==> src/rtl/lw_pkg.sv <==
// Shared types and helpers for the program-loop watchdog.
// Assumes: the select code is 3 bits; code 7 skips one power of two.
package lw_pkg;

    typedef logic [2:0] lw_sel_t;

    // Extra exponent above the base for a select code (code 7 jumps to 8).
    function automatic logic [3:0] sel_to_exp(input lw_sel_t s);
        return (s == 3'b111) ? 4'd8 : {1'b0, s};
    endfunction

endpackage

==> src/rtl/lw_tick_gen.sv <==
// Main-clock tick generation plus the free-running low prescaler stage.
// Produces a carry pulse each time the low stage wraps.
// Assumes: the freeze input already combines stop and subclock conditions.
module lw_tick_gen #(
    parameter int PRE_BITS = 3
) (
    input  logic clk,
    input  logic rst_n,
    input  logic osc_div2,
    input  logic freeze,
    output logic stage_carry
);

    logic                div_q;
    logic [PRE_BITS-1:0] pre_q;
    logic                tick;
    logic                step;

    assign tick        = !osc_div2 || div_q;
    assign step        = tick && !freeze;
    assign stage_carry = step && (&pre_q);

    // Half-rate phase toggle for the divided main clock.
    always_ff @(posedge clk) begin
        if (!rst_n) div_q <= 1'b0;
        else        div_q <= !div_q;
    end

    // Low stage advances on every unfrozen tick; never cleared by a run strobe.
    always_ff @(posedge clk) begin
        if (!rst_n)    pre_q <= '0;
        else if (step) pre_q <= pre_q + 1'b1;
    end

endmodule

==> src/rtl/lw_stage_counter.sv <==
// Upper counting stage: counts low-stage carries and flags expiry when the
// selected number of carries has been reached, then restarts from zero.
// Assumes: BASE_EXP > PRE_BITS; clear has priority over counting.
module lw_stage_counter
    import lw_pkg::*;
#(
    parameter int BASE_EXP = 11,
    parameter int PRE_BITS = 3
) (
    input  logic    clk,
    input  logic    rst_n,
    input  logic    clear,
    input  logic    count_en,
    input  logic    carry,
    input  lw_sel_t sel,
    output logic    expire
);

    localparam int LOW_SPAN = BASE_EXP - PRE_BITS;
    localparam int UPW      = LOW_SPAN + 9;

    logic [UPW-1:0] up_q;
    logic [UPW-1:0] target;
    logic [UPW-1:0] last;
    logic [4:0]     shift;

    assign shift  = 5'(LOW_SPAN) + {1'b0, sel_to_exp(sel)};
    assign target = {{(UPW-1){1'b0}}, 1'b1} << shift;
    assign last   = target - 1'b1;
    assign expire = count_en && carry && !clear && (up_q == last);

    // Upper stage: cleared by run strobe, counts carries, wraps on expiry.
    always_ff @(posedge clk) begin
        if (!rst_n)                   up_q <= '0;
        else if (clear)               up_q <= '0;
        else if (count_en && carry)   up_q <= expire ? '0 : up_q + 1'b1;
    end

endmodule

==> src/rtl/lw_ctrl.sv <==
// Configuration holding, lock after first run strobe, and expiry outputs.
// Assumes: expire is a single-cycle pulse; a new expiry outranks an ack.
module lw_ctrl
    import lw_pkg::*;
(
    input  logic    clk,
    input  logic    rst_n,
    input  logic    cfg_we,
    input  logic    cfg_enable,
    input  logic    cfg_rst_mode,
    input  lw_sel_t cfg_sel,
    input  logic    run_wr,
    input  logic    expire,
    input  logic    nmi_ack,
    output logic    en_q,
    output lw_sel_t sel_q,
    output logic    running_q,
    output logic    rst_req,
    output logic    nmi_req
);

    logic mode_q;

    // Configuration register, writable only until the first run strobe.
    always_ff @(posedge clk) begin
        if (!rst_n) begin
            en_q   <= 1'b0;
            mode_q <= 1'b0;
            sel_q  <= '0;
        end else if (cfg_we && !running_q) begin
            en_q   <= cfg_enable;
            mode_q <= cfg_rst_mode;
            sel_q  <= cfg_sel;
        end
    end

    // Run flag: set by the first run strobe, held until reset.
    always_ff @(posedge clk) begin
        if (!rst_n)      running_q <= 1'b0;
        else if (run_wr) running_q <= 1'b1;
    end

    // Reset request: one-cycle pulse per expiry in reset mode.
    always_ff @(posedge clk) begin
        if (!rst_n) rst_req <= 1'b0;
        else        rst_req <= expire && mode_q;
    end

    // NMI request: set by expiry in interrupt mode, cleared by acknowledge.
    always_ff @(posedge clk) begin
        if (!rst_n)                  nmi_req <= 1'b0;
        else if (expire && !mode_q)  nmi_req <= 1'b1;
        else if (nmi_ack)            nmi_req <= 1'b0;
    end

endmodule

==> src/rtl/loop_watchdog.sv <==
// Program-loop watchdog top: tick/prescaler, upper stage, control.
// Assumes: one oscillator clock domain; all strobes are one cycle wide.
module loop_watchdog
    import lw_pkg::*;
#(
    parameter int BASE_EXP = 11,
    parameter int PRE_BITS = 3
) (
    input  logic       clk,
    input  logic       rst_n,
    input  logic       cfg_we,
    input  logic       cfg_enable,
    input  logic       cfg_rst_mode,
    input  logic [2:0] cfg_sel,
    input  logic       run_wr,
    input  logic       osc_div2,
    input  logic       cpu_stop,
    input  logic       cpu_subclk,
    input  logic       nmi_ack,
    output logic       rst_req,
    output logic       nmi_req
);

    logic    freeze_w;
    logic    carry_w;
    logic    expire_w;
    logic    en_w;
    logic    running_w;
    logic    count_en_w;
    lw_sel_t sel_w;

    assign freeze_w   = cpu_stop || cpu_subclk;
    assign count_en_w = en_w && running_w && !freeze_w;

    lw_tick_gen #(.PRE_BITS(PRE_BITS)) u_tick (
        .clk         (clk),
        .rst_n       (rst_n),
        .osc_div2    (osc_div2),
        .freeze      (freeze_w),
        .stage_carry (carry_w)
    );

    lw_stage_counter #(.BASE_EXP(BASE_EXP), .PRE_BITS(PRE_BITS)) u_stage (
        .clk      (clk),
        .rst_n    (rst_n),
        .clear    (run_wr),
        .count_en (count_en_w),
        .carry    (carry_w),
        .sel      (sel_w),
        .expire   (expire_w)
    );

    lw_ctrl u_ctrl (
        .clk          (clk),
        .rst_n        (rst_n),
        .cfg_we       (cfg_we),
        .cfg_enable   (cfg_enable),
        .cfg_rst_mode (cfg_rst_mode),
        .cfg_sel      (cfg_sel),
        .run_wr       (run_wr),
        .expire       (expire_w),
        .nmi_ack      (nmi_ack),
        .en_q         (en_w),
        .sel_q        (sel_w),
        .running_q    (running_w),
        .rst_req      (rst_req),
        .nmi_req      (nmi_req)
    );

endmodule

==> config.mk <==
export PLATFORM = sky130hd
export DESIGN_NAME = loop_watchdog
export DESIGN_NICKNAME = d
export VERILOG_FILES = /design/src/rtl/lw_pkg.sv /design/src/rtl/lw_tick_gen.sv /design/src/rtl/lw_stage_counter.sv /design/src/rtl/lw_ctrl.sv /design/src/rtl/loop_watchdog.sv
export SDC_FILE = /design/constraint.sdc
export NUM_CORES = 1
export LEC_CHECK = 0
export BUFFER_PORTS_ARGS = -buffer_cell sky130_fd_sc_hd__buf_2
export CORE_MARGIN = 4
export CORE_UTILIZATION = 62
export DETAILED_ROUTE_END_ITERATION = 7
export GPL_ROUTABILITY_DRIVEN = 1
export PLACE_DENSITY = 0.83
export SLEW_MARGIN = 0
export SYNTH_ARGS = -nofsm -noshare
export SYNTH_HDL_FRONTEND = slang
export SYNTH_SLANG_ARGS = --single-unit
==> constraint.sdc <==
create_clock -name clk -period 3 [get_ports clk]
set_clock_uncertainty 0.2 [all_clocks]
set_input_delay 0 -clock clk [delete_from_list [all_inputs] [get_ports clk]]
set_output_delay 0 -clock clk [all_outputs]
set_load 0.01 [all_outputs]
**Yosys cells after proc, flatten, opt, wreduce, memory -nomap -nowiden**

Cells that the tools add are included.

- Add/subtract/negate cells: 4
- Eq/ne operators: 2
- Shifts and indexed selects: 1
- Muxes and demuxes: 4
- Bitwise gates (word level): 1
- Reductions and logical operators: 21

Operators with widths:

| cell | number |
|---|---|
| 17-bit by 1-bit adder with 17-bit output, second input constant | 1 |
| 17-bit equality test | 1 |
| 17-bit 2-to-1 mux | 1 |
| 1-bit by 5-bit << shifter with 17-bit output, first input constant | 1 |
| 17-bit by 1-bit subtractor with 17-bit output, second input constant | 1 |
| 1-bit logical AND | 10 |
| 1-bit logical NOT | 6 |
| 4-bit by 4-bit adder with 5-bit output, first input constant | 1 |
| 4-bit 2-to-1 mux | 1 |
| 3-bit by 1-bit adder with 3-bit output, second input constant | 1 |
| 3-bit equality test, second input constant | 1 |
| 3-bit AND reduction | 1 |
| 1-bit logical OR | 2 |
| 1-bit 2-to-1 mux | 2 |
| 2-bit nonzero test | 1 |
| 2-bit OR reduction | 1 |
| 1-bit NOT | 1 |

- Flip-flop bits (word level): 29
- Word-level logic and storage cells: 42

**Depth between registers and ports, before layout**

Gate-level depths: netlist (run 1).

- Word-level depth: 9
- Depth in mapped cells: 9

**Cells and area by module**

A second synthesis (run 1) with hierarchy kept.

- Cell total of the unflattened synthesis: 167
- Area, all modules: 1596.5 µm²

By module, submodules not included:

| module | instances | cells each | area each (µm²) | seq. area each (µm²) |
|---|---|---|---|---|
| lw_stage_counter | 1 | 115 | 1076.0 | 340.3 |
| lw_ctrl | 1 | 31 | 306.5 | 160.2 |
| lw_tick_gen | 1 | 19 | 195.2 | 80.1 |
| loop_watchdog | 1 | 2 | 18.8 | 0.0 |

**Worst setup path before layout (run 1)**

Ideal clock, no wire load.

- Path kind: register to register
- From: register u_tick.pre_q[0]
- To: register u_stage.up_q[10]
- Library setup time: 0.141 ns
- Arrival time: 1.701 ns
- Data required time: 2.659 ns
- Path slack: 0.958 ns
- Stages on the path, launching flop included: 10
- Buffers on the path: 2
- Clock period less this slack: 2.042 ns
- Cell sequence: dfxtp_1 ha_1 ha_1 and3_1 nand3_1 nor4_1 and4_1 buf_6 buf_12 nor3_2

- Cells in the longest elaborated chain, start to end: 6

RTL lines:

| item | RTL line | source |
|---|---|---|
| start, declared | lw_tick_gen.sv:15 | `logic [PRE_BITS-1:0] pre_q;` |
| start signal, assigned | lw_tick_gen.sv:32 | `else if (step) pre_q <= pre_q + 1'b1;` |
| 3-bit AND reduction (*) | lw_tick_gen.sv:21 | `assign stage_carry = step && (&pre_q);` |
| 1-bit logical AND (*) | lw_tick_gen.sv:21 |  |
| 1-bit logical AND (*) | lw_stage_counter.sv:30, lw_stage_counter.sv:36 |  |
| 1-bit logical AND (2 in a row) | lw_stage_counter.sv:30 | `assign expire = count_en && carry && !clear && (up_q == last);` |
| 17-bit 2-to-1 mux | lw_stage_counter.sv:36 | `else if (count_en && carry) up_q <= expire ? '0 : up_q + 1'b1;` |
| end signal, assigned | lw_stage_counter.sv:36 |  |
| end, declared | lw_stage_counter.sv:22 | `logic [UPW-1:0] up_q;` |

Every way passes the cells marked *; elsewhere a longest branch is shown, timed or not.
A chain may end at the register's enable or synchronous reset.

**Worst setup path after layout (run 1)**

- From: input port cpu_stop
- To: register u_ctrl.nmi_req

- Cells in the longest elaborated chain, start to end: 9
- Elaborated cells between the ends (all ways): 11
- Classes of those cells: 1 x mux; 10 x reduce/logical

RTL lines:

| item | RTL line | source |
|---|---|---|
| start, declared | loop_watchdog.sv:17 | `input logic cpu_stop,` |
| 1-bit logical OR (*) | loop_watchdog.sv:32 | `assign freeze_w = cpu_stop \|\| cpu_subclk;` |
| 1-bit logical NOT (*) | lw_tick_gen.sv:20, loop_watchdog.sv:33 |  |
| 1-bit logical AND | lw_tick_gen.sv:20 | `assign step = tick && !freeze;` |
| 1-bit logical AND | lw_tick_gen.sv:21 |  |
| 1-bit logical AND (*) (3 in a row) | lw_stage_counter.sv:30 |  |
| 1-bit logical AND (*) | lw_ctrl.sv:52 | `else if (expire && !mode_q) nmi_req <= 1'b1;` |
| 1-bit 2-to-1 mux or 2-bit nonzero test (tied branches) | - |  |
| end signal, assigned | lw_ctrl.sv:51 | `if (!rst_n) nmi_req <= 1'b0;` |
| end signal, assigned | lw_ctrl.sv:52 |  |
| end signal, assigned | lw_ctrl.sv:53 | `else if (nmi_ack) nmi_req <= 1'b0;` |
| end, declared | lw_ctrl.sv:19 | `output logic nmi_req` |

Marked as above.

==> flow_summary.toml, run 1 <==
[synth]
netlist_area_sq_um = 1600
synth-edff-count = 0
yosysTopAreaCell = "dfxtp_1"
ys_types = 43
syn-instance-count = 174
ys_seq_elements = 29
synth_top_cell_area_share = 0.362
synth_ff_type = "dfxtp_1"
synthTopCellsByCount = "dfxtp_1 (29), nand3_1 (11), nand2_1 (10), nor2b_1 (10)"
synth_nets = 191
synth-seq-area-share = 0.362
synth.top_cells.by_area = "dfxtp_1 (36%), nor3_2 (5.6%), xor2_1 (4.9%), mux2i_1 (4.4%), nor2b_1 (3.9%)"
synthMostInstantiatedCell = "dfxtp_1"
yosysWarnings = 0
syn_area_per_cell_sq_um = 9.21
async_flop_share = 0

[critical_path]
cp_max_fo = 4
endpoint_kind = "flip-flop"
critical_path_arrival_ps = 2810
slowest_stage = "dlygate4sd3_1"
worst_path_most_repeated_cell = "dlygate4sd3_1"
path_class = "in2reg"
worstPathRequired_ps = 3090
cp_slowest_stage_delay_ps = 590
path_cells = "dlygate4sd3_1 -> buf_2 -> nor2_1 -> dlygate4sd3_1 -> nand3_1 -> nor4_1 -> nand3_1 -> o21ai_0 -> dlygate4sd3_1"
cp-start-kind = "primary input"

[floorplan]
rows = 18
die-height_um = 58.8
io_pins = 15
die_w_um = 58.8
die-area_sq_um = 3460
core-area_sq_um = 2480
start_util = 0.647

[clocking]
insertion_delay_ps = 330
clkTransAtPathRegs_ps = 100
clockRootBuffer = "clkbuf_4"
cts-resized-gates = 0
htreeDepth = 2
cts_hold_buf = 19
clockBufferDepth = 2
cts_tree = "done"
postCtsSetupRepairBufs = 0
cts_sinks = 29
cts_made_buffers = 5

[sta]
final.period_utilization = 0.908
setup_tns_ps = 0
max_slew_margin = 0.439
rsz0062_at_grt = "no"
max_freq_ghz = 0.367
finalCriticalPeriod_ps = 2720
setup_viol = 0
hold_viol = 0
tightest_slew_ps = 841
drv_slew = 0

[power_and_ir_drop]
leakagePower_uw = 0.000730
ir_worst_vdd_v = 0.000372
power.total_uw = 697
powerDensity_nw_per_um2 = 367

[routing]
vias = 1428
detail_route.wl_per_cell_um = 14.8
vias_per_cell = 6.03
drt_pre_antenna_iters = 4
wirelength_um = 3520
drc = 0
drt_iter0_markers = 60
drtAntennaViolNets = 0

[layout]
fin_cells = 237
drive_above_1_share = 0.188
nNetsFinal = 223
utilization = 0.766
area_growth_pct = 18.4
insertedDiodeCount = 0

[placement]
dp.final_hpwl_um = 2240
dpl.cell_count = 210
routabilityCongestion = 0.777
io_buffers = 14

[grt]
grt_pass1_vias = 1376
antenna_found_initial = 0
overflow = 0
grt_use_total = 0.232
grt_pass1_wl_um = 6050
grt_max_degree = 16

[hold_path]
hp-class = "in2reg"

[outcome]
status = "completed"

[job]
maxCapViolCount = 0
## cell families after synthesis
| kind of cell | Yosys count | synth area share |
|---|---|---|
| AND/OR/NAND/NOR | 94 | 0.369 |
| adder cells (fa/ha/maj) | 4 | 0.0312 |
| flip-flops | 29 | 0.362 |
| multiplexers | 7 | 0.0437 |
| AO/OA/AOI/OAI | 14 | 0.0687 |
| XOR/XNOR | 15 | 0.0820 |
| buffers and inverters | 11 | 0.0429 |
## layout by cell type, fill, tap and decap left out, drive strengths merged, types with 9 or more instances in the layout
cell type	n
nand2	10
nand3	12
nor2b	10
buf	15
xor2	9
nor3	19
dlygate4sd3	19
dfxtp	29
## layout make-up
class / count / area, sq um
Tap cell: 30 / 37.5
Clock buffer: 6 / 41.3
Multi-Input combinational cell: 134 / 953
Inverter: 2 / 7.51
Clock inverter: 2 / 10.0
Sequential cell: 29 / 581
Fill cell: 177 / 579
Timing Repair Buffer: 34 / 268
## power by group
| part | internal, uW | switching [uW] | total (uW) |
|---|---|---|---|
| Combinational | 38.7 | 32.8 | 71.5 |
| Sequential | 392 | 9.24 | 401 |
| Clock | 89.0 | 135 | 224 |
## final timing paths
kind | startpoint | to | slack (ps) | depth (start not counted)
min | cpu_subclk | u_tick.pre_q[2] | 100 | 5
max reg2reg | u_tick.pre_q[0] | u_ctrl.nmi_req | 550 | 8
max | cpu_stop | u_ctrl.nmi_req | 280 | 9
min reg2reg | u_tick.div_q | u_tick.div_q | 270 | 1
## metrics by stage
stage               instance area, sq um  hold slack, ps  setup slack [ps]
floorplan                           1600           -89.8               958
global placement                    1660            53.7               835
detailed placement                  1660            67.0               717
CTS                                 1900            69.7               374
global route                        1900             141              58.2
finish                              1900            98.3               277
## worst max-delay path: cells and delay by family
| family | cells | cell delay (ps) |
|---|---|---|
| buffers and inverters | 4 | 1830 |
| AO/OA/AOI/OAI | 1 | 160 |
| AND/OR/NAND/NOR | 4 | 820 |
## registers in the layout, indices dropped and copies added (netlist names)
signal and count:
u_stage.up_q 17, u_ctrl.sel_q 3, u_tick.pre_q 3, u_ctrl.en_q 1
u_ctrl.mode_q 1, u_ctrl.nmi_req 1, u_ctrl.rst_req 1, u_ctrl.running_q 1
u_tick.div_q 1
## per-layer routing
metal / vias to the layer above / GRT usage / wire length (um) / part of all wire
met5: - / 0 / 0 / 0
met2: 43 / 0.366 / 1670 / 0.47
met1: 675 / 0.283 / 1520 / 0.43
met4: 0 / 0.129 / 119 / 0.034
met3: 13 / 0.0658 / 206 / 0.059
li1: 697 / - / - / -
Power figures use the tool's default switching activity.
==> inputs of run 2 (changes only) <==
--- a/config.mk
+++ b/config.mk
@@ -6,7 +6,7 @@
 export NUM_CORES = 1
 export LEC_CHECK = 0
 export BUFFER_PORTS_ARGS = -buffer_cell sky130_fd_sc_hd__buf_2
-export CORE_MARGIN = 4
+export CORE_ASPECT_RATIO = 0.6
 export CORE_UTILIZATION = 62
 export DETAILED_ROUTE_END_ITERATION = 7
 export GPL_ROUTABILITY_DRIVEN = 1
==> run 2 against run 1 <==
  * Power is 20% higher
  * Largest power group unchanged
  * Cell area is 2.4% higher
  * Clock power is 62% higher
  * Fmax is 2.6% lower
  * Critical path depth stayed put
  * Largest cell class unchanged
  * Wire length is 17% higher
  * Worst setup slack worse by 73 ps
==> flow_summary.toml, run 2 (synthesis gave the netlist of run 1 again) <==
[clocking]
cts_sinks = 29
cts_tree = "done"
cts_made_buffers = 5
insertion_delay_ps = 290
clockBufferDepth = 2
htreeDepth = 2
postCtsSetupRepairBufs = 0
clockRootBuffer = "clkbuf_8"
clkTransAtPathRegs_ps = 60

[floorplan]
die_w_um = 67.6
io_pins = 15
die-area_sq_um = 2800
die-height_um = 41.4
rows = 13
core-area_sq_um = 2290
start_util = 0.699

[critical_path]
endpoint_kind = "flip-flop"
rr_worst_depth = 8
critical_path_arrival_ps = 2830
worst-r2r-setup-slack_ps = 450
rr_startpoint = "u_tick.pre_q[0]"
cp_max_fo = 4
worstPathRequired_ps = 3040
r2r_end = "u_ctrl.nmi_req"
cp-start-kind = "primary input"
path_class = "in2reg"

[sta]
setup_viol = 0
final.period_utilization = 0.932
drv_slew = 0
hold_viol = 0
setup_tns_ps = 0
rsz0062_at_grt = "no"
max_slew_margin = 0.458
max_freq_ghz = 0.358
finalCriticalPeriod_ps = 2800
tightest_slew_ps = 812

[outcome]
status = "completed"

[layout]
drive_above_1_share = 0.199
top_register = "u_stage.up_q"
nNetsFinal = 222
final_cell_mix = "dfxtp_1 (29), dlygate4sd3_1 (18), buf_2 (14)"
largest_reg_flops = 17
insertedDiodeCount = 0
area_growth_pct = 21.3
multi_input_area_sq_um = 960
layout_commonest_cell = "dfxtp_1"
n_fill_cell = 132
ff_latch_area_sq_um = 581
reg_top3 = "u_stage.up_q x17, u_ctrl.sel_q x3, u_tick.pre_q x3"

[placement]
dp.final_hpwl_um = 2560
routabilityCongestion = 0.948
io_buffers = 14

[power_and_ir_drop]
ir_worst_vdd_v = 0.000311
power.total_uw = 837
powerDensity_nw_per_um2 = 430
leakagePower_uw = 0.000749

[routing]
drc = 0
met3_length_um = 218
drt_pre_antenna_iters = 4
detail_route.wl_per_cell_um = 17.4
vias_per_cell = 6.20
dr_wl_met2_um = 1940
vias = 1464
m1WireLength_um = 1830
drtAntennaViolNets = 0
top_layer = "met4"
drt_iter0_markers = 122
wirelength_um = 4100

[grt]
overflow = 0
grt_use_total = 0.346
grt_pass1_wl_um = 6480
grt_max_degree = 17
antenna_found_initial = 0
grt_pass1_vias = 1342

[hold_path]
hold_end = "u_stage.up_q[1]"
min_path_cells = 4
hp-class = "in2reg"
hp-start = "osc_div2"

[job]
maxCapViolCount = 0
==> run 2: cell type report <==
type,count,share of cell area
clock buffers,7,0.0495
clock inverters,1,0.00257
inverters,2,0.00386
multi-input cells,134,0.494
flip-flops and latches,29,0.299
well taps,30,0.0193
repair buffers,33,0.133
==> run 2: power by group <==
part	switching (uW)	internal [uW]	leakage, uW
combinational	34.6	38.0	0.000459
sequential	9.41	393	0.000235
clock	156	207	0.0000542
==> run 2: worst max-delay path by stage <==
| stage | start | end |
|---|---|---|
| 2_1_floorplan | u_tick.pre_q[0] | u_stage.up_q[10] |
| 3_3_place_gp | u_tick.pre_q[0] | u_ctrl.rst_req |
| 3_5_place_dp | u_tick.pre_q[0] | u_ctrl.rst_req |
| 4_1_cts | cpu_stop | u_ctrl.nmi_req |
| 5_1_grt | cpu_stop | u_ctrl.nmi_req |
| 6_report | cpu_stop | u_ctrl.nmi_req |
==> run 2: worst max-delay path, stage by stage <==
cell,delay [ps]
dlygate4sd3_1,530
buf_2,120
nor2_1,190
dlygate4sd3_1,620
nand3_1,150
nor4_2,370
nand3_1,130
o21ai_0,170
dlygate4sd3_1,560
==> run 2: per-stage QoR <==
stage                      util  cell area [sq um]  hold WS, ps  instances  setup WS (ps)
after floorplan               -               1600        -89.8        174            958
after global placement    0.722               1660         54.7        210            839
final                     0.848               1940          108        236            204
after CTS                 0.845               1940         62.8        236            200
after global routing      0.848               1940          141        236           13.6
after detailed placement  0.722               1660         64.9        210            674
==> run 2: routing by layer <==
layer | GRT usage | up-vias
met1 | 0.396 | 700
met4 | 0.191 | 0
li1 | - | 697
met2 | 0.601 | 51
met3 | 0.109 | 16
met5 | 0 | -
==> run 2: repair_timing <==
item                                    in CTS  in global routing
hold endpoints to repair                    14                  0
hold buffers                                18                  0
resized for setup                            0                  1
endpoints found under the setup margin       0                  1
==> inputs of run 3 (changes only) <==
--- a/config.mk
+++ b/config.mk
@@ -5,12 +5,13 @@
 export SDC_FILE = /design/constraint.sdc
 export NUM_CORES = 1
 export LEC_CHECK = 0
+export ABC_AREA = 1
 export BUFFER_PORTS_ARGS = -buffer_cell sky130_fd_sc_hd__buf_2
 export CORE_ASPECT_RATIO = 0.6
-export CORE_UTILIZATION = 62
+export CORE_UTILIZATION = 55
 export DETAILED_ROUTE_END_ITERATION = 7
 export GPL_ROUTABILITY_DRIVEN = 1
-export PLACE_DENSITY = 0.83
+export PLACE_DENSITY = 0.75
 export SLEW_MARGIN = 0
 export SYNTH_ARGS = -nofsm -noshare
 export SYNTH_HDL_FRONTEND = slang
==> run 3 against run 2 <==
  * Power up 2.2%
  * Wire length up 3.0%
  * Sequential power about the same
  * Critical endpoint unchanged
  * Register-to-register slack better by 40 ps
  * Clock power about the same
  * Count of clock-buffer cells in the layout unchanged
  * First-iteration DRC count up 49%
  * Non-clock buffer count up 4
  * Critical path depth up 2
  * Critical path type unchanged
  * Cell count up 36%
  * Worst setup slack better by 17 ps
  * Die area up 14%
==> flow_summary.toml, run 3 <==
[synth]
yosysWarnings = 0
yosysTopAreaCell = "dfxtp_1"
synth.top_cells.by_area = "dfxtp_1 (36%), nand2_1 (12%), nor2_1 (9.0%), inv_1 (5.7%), nand3_1 (5.5%)"
synthTopCellsByCount = "nand2_1 (54), nor2_1 (39), dfxtp_1 (29), inv_1 (25), nand3_1 (18)"
synth_ff_type = "dfxtp_1"
synth_top_cell_area_share = 0.356
synthMostInstantiatedCell = "nand2_1"
syn-instance-count = 238
async_flop_share = 0
netlist_area_sq_um = 1630
synth-edff-count = 0
ys_types = 29
synth_nets = 255
ys_seq_elements = 29
synth-seq-area-share = 0.356
syn_area_per_cell_sq_um = 6.86

[clocking]
cts_tree = "done"
clockRootBuffer = "clkbuf_8"
cts_made_buffers = 5
cts-resized-gates = 0
insertion_delay_ps = 290
cts_sinks = 29
clockBufferDepth = 2
clkTransAtPathRegs_ps = 60
htreeDepth = 2

[layout]
final_cell_mix = "nand2_1 (54), nor2_1 (39), dfxtp_1 (29)"
area_growth_pct = 27.0
insertedDiodeCount = 0
drive_above_1_share = 0.170
utilization = 0.779
top_register = "u_stage.up_q"
nNetsFinal = 298
reg_top3 = "u_stage.up_q x17, u_ctrl.sel_q x3, u_tick.pre_q x3"
design_area_sq_um = 2070
largest_reg_flops = 17
layout_commonest_cell = "nand2_1"

[floorplan]
die_w_um = 72.3
start_util = 0.613
core-area_sq_um = 2660
die-area_sq_um = 3200
rows = 14
io_pins = 15
die-height_um = 44.2

[outcome]
status = "completed"

[sta]
setup_tns_ps = 0
max_slew_margin = 0.722
max_freq_ghz = 0.360
fin_ws_ps = 221
tightest_slew_ps = 417
drv_slew = 0
final.period_utilization = 0.926
setup_viol = 0
hold_viol = 0
rsz0062_at_grt = "no"
finalCriticalPeriod_ps = 2780

[placement]
io_buffers = 14
routabilityCongestion = 0.875
dp.final_hpwl_um = 2740
dpl_cell_area_sq_um = 1740
pre_cts_ws_ps = 1040

[grt]
grt_max_degree = 12
overflow = 0
antenna_found_initial = 0
grt_pass1_vias = 1572
grt_use_total = 0.301
grt_pass1_wl_um = 7020

[hold_path]
hp-class = "in2reg"

[critical_path]
worstPathRequired_ps = 3030
endpoint_kind = "flip-flop"
cp_max_fo = 11
cp-start-kind = "primary input"
critical_path_arrival_ps = 2810
path_class = "in2reg"

[routing]
drt_pre_antenna_iters = 5
vias_per_cell = 5.18
drtAntennaViolNets = 0
drc = 0
wirelength_um = 4220
drt_iter0_markers = 182
vias = 1669
detail_route.wl_per_cell_um = 13.1

[power_and_ir_drop]
ir_worst_vdd_v = 0.000318
powerDensity_nw_per_um2 = 412
leakagePower_uw = 0.000921

[job]
maxCapViolCount = 0
run 3: cell families (layout without fill, tap and decap cells):
group                    after synthesis  count (layout)  synth area share
AO/OA/AOI/OAI                         26              26            0.0866
flip-flops                            29              29             0.356
XOR/XNOR                               5               5            0.0268
buffers and inverters                 28              72            0.0690
AND/OR/NAND/NOR                      146             146             0.431
adder cells (fa/ha/maj)                4               4            0.0307
run 3: report_power, final:
group	leakage, uW	internal, uW	total [uW]	switching, uW
logic	0.000632	43.9	91.2	47.3
registers	0.000236	395	403	7.89
clock network	0.0000542	207	361	154
run 3: worst max-delay path: stages:
cell and delay, ps:
dlygate4sd3_1 540, buf_2 130, nor2_2 60, dlygate4sd3_1 560, nand2_2 80, nor2_4 270
nand3_1 180, nor2_2 210, nand3b_1 110, a21oi_2 120, dlygate4sd3_1 550
run 3: layout make-up:
type                    instances  area, sq um
fillers                       192          589
clock buffers                   7         96.3
flip-flops and latches         29          581
inverters                      27          101
multi-input cells             181          940
repair buffers                 37          300
clock inverters                 1         5.00
well taps                      40         50.0
run 3: metal layers:
| metal | up-vias | track usage | part of all wire |
|---|---|---|---|
| li1 | 842 | - | - |
| met1 | 749 | 0.405 | 0.47 |
| met2 | 67 | 0.445 | 0.42 |
| met3 | 11 | 0.0752 | 0.093 |
| met4 | 0 | 0.169 | 0.023 |
| met5 | - | 0 | 0 |
run 3: stage by stage:
stage	hold WS [ps]	std cells	total power [uW]
floorplan	-84.2	238	451
CTS	74.0	322	860
global route	139	322	891
finish	79.6	322	855
detailed placement	67.2	291	473
global placement	63.2	291	472
run 3: timing repair:
item,4_1_cts,5_1_grt
endpoints found under the hold margin,29,0
hold buffers,23,0
setup buffers,0,0
run 3: final timing paths:
kind                                        end  slack, ps             from  cells past startpoint
worst max register to register   u_ctrl.nmi_req        490  u_tick.pre_q[0]                      9
worst max-delay path             u_ctrl.nmi_req        220         cpu_stop                     11
worst min register to register     u_tick.div_q        220     u_tick.div_q                      1
worst min-delay path            u_stage.up_q[3]         80         osc_div2                      7
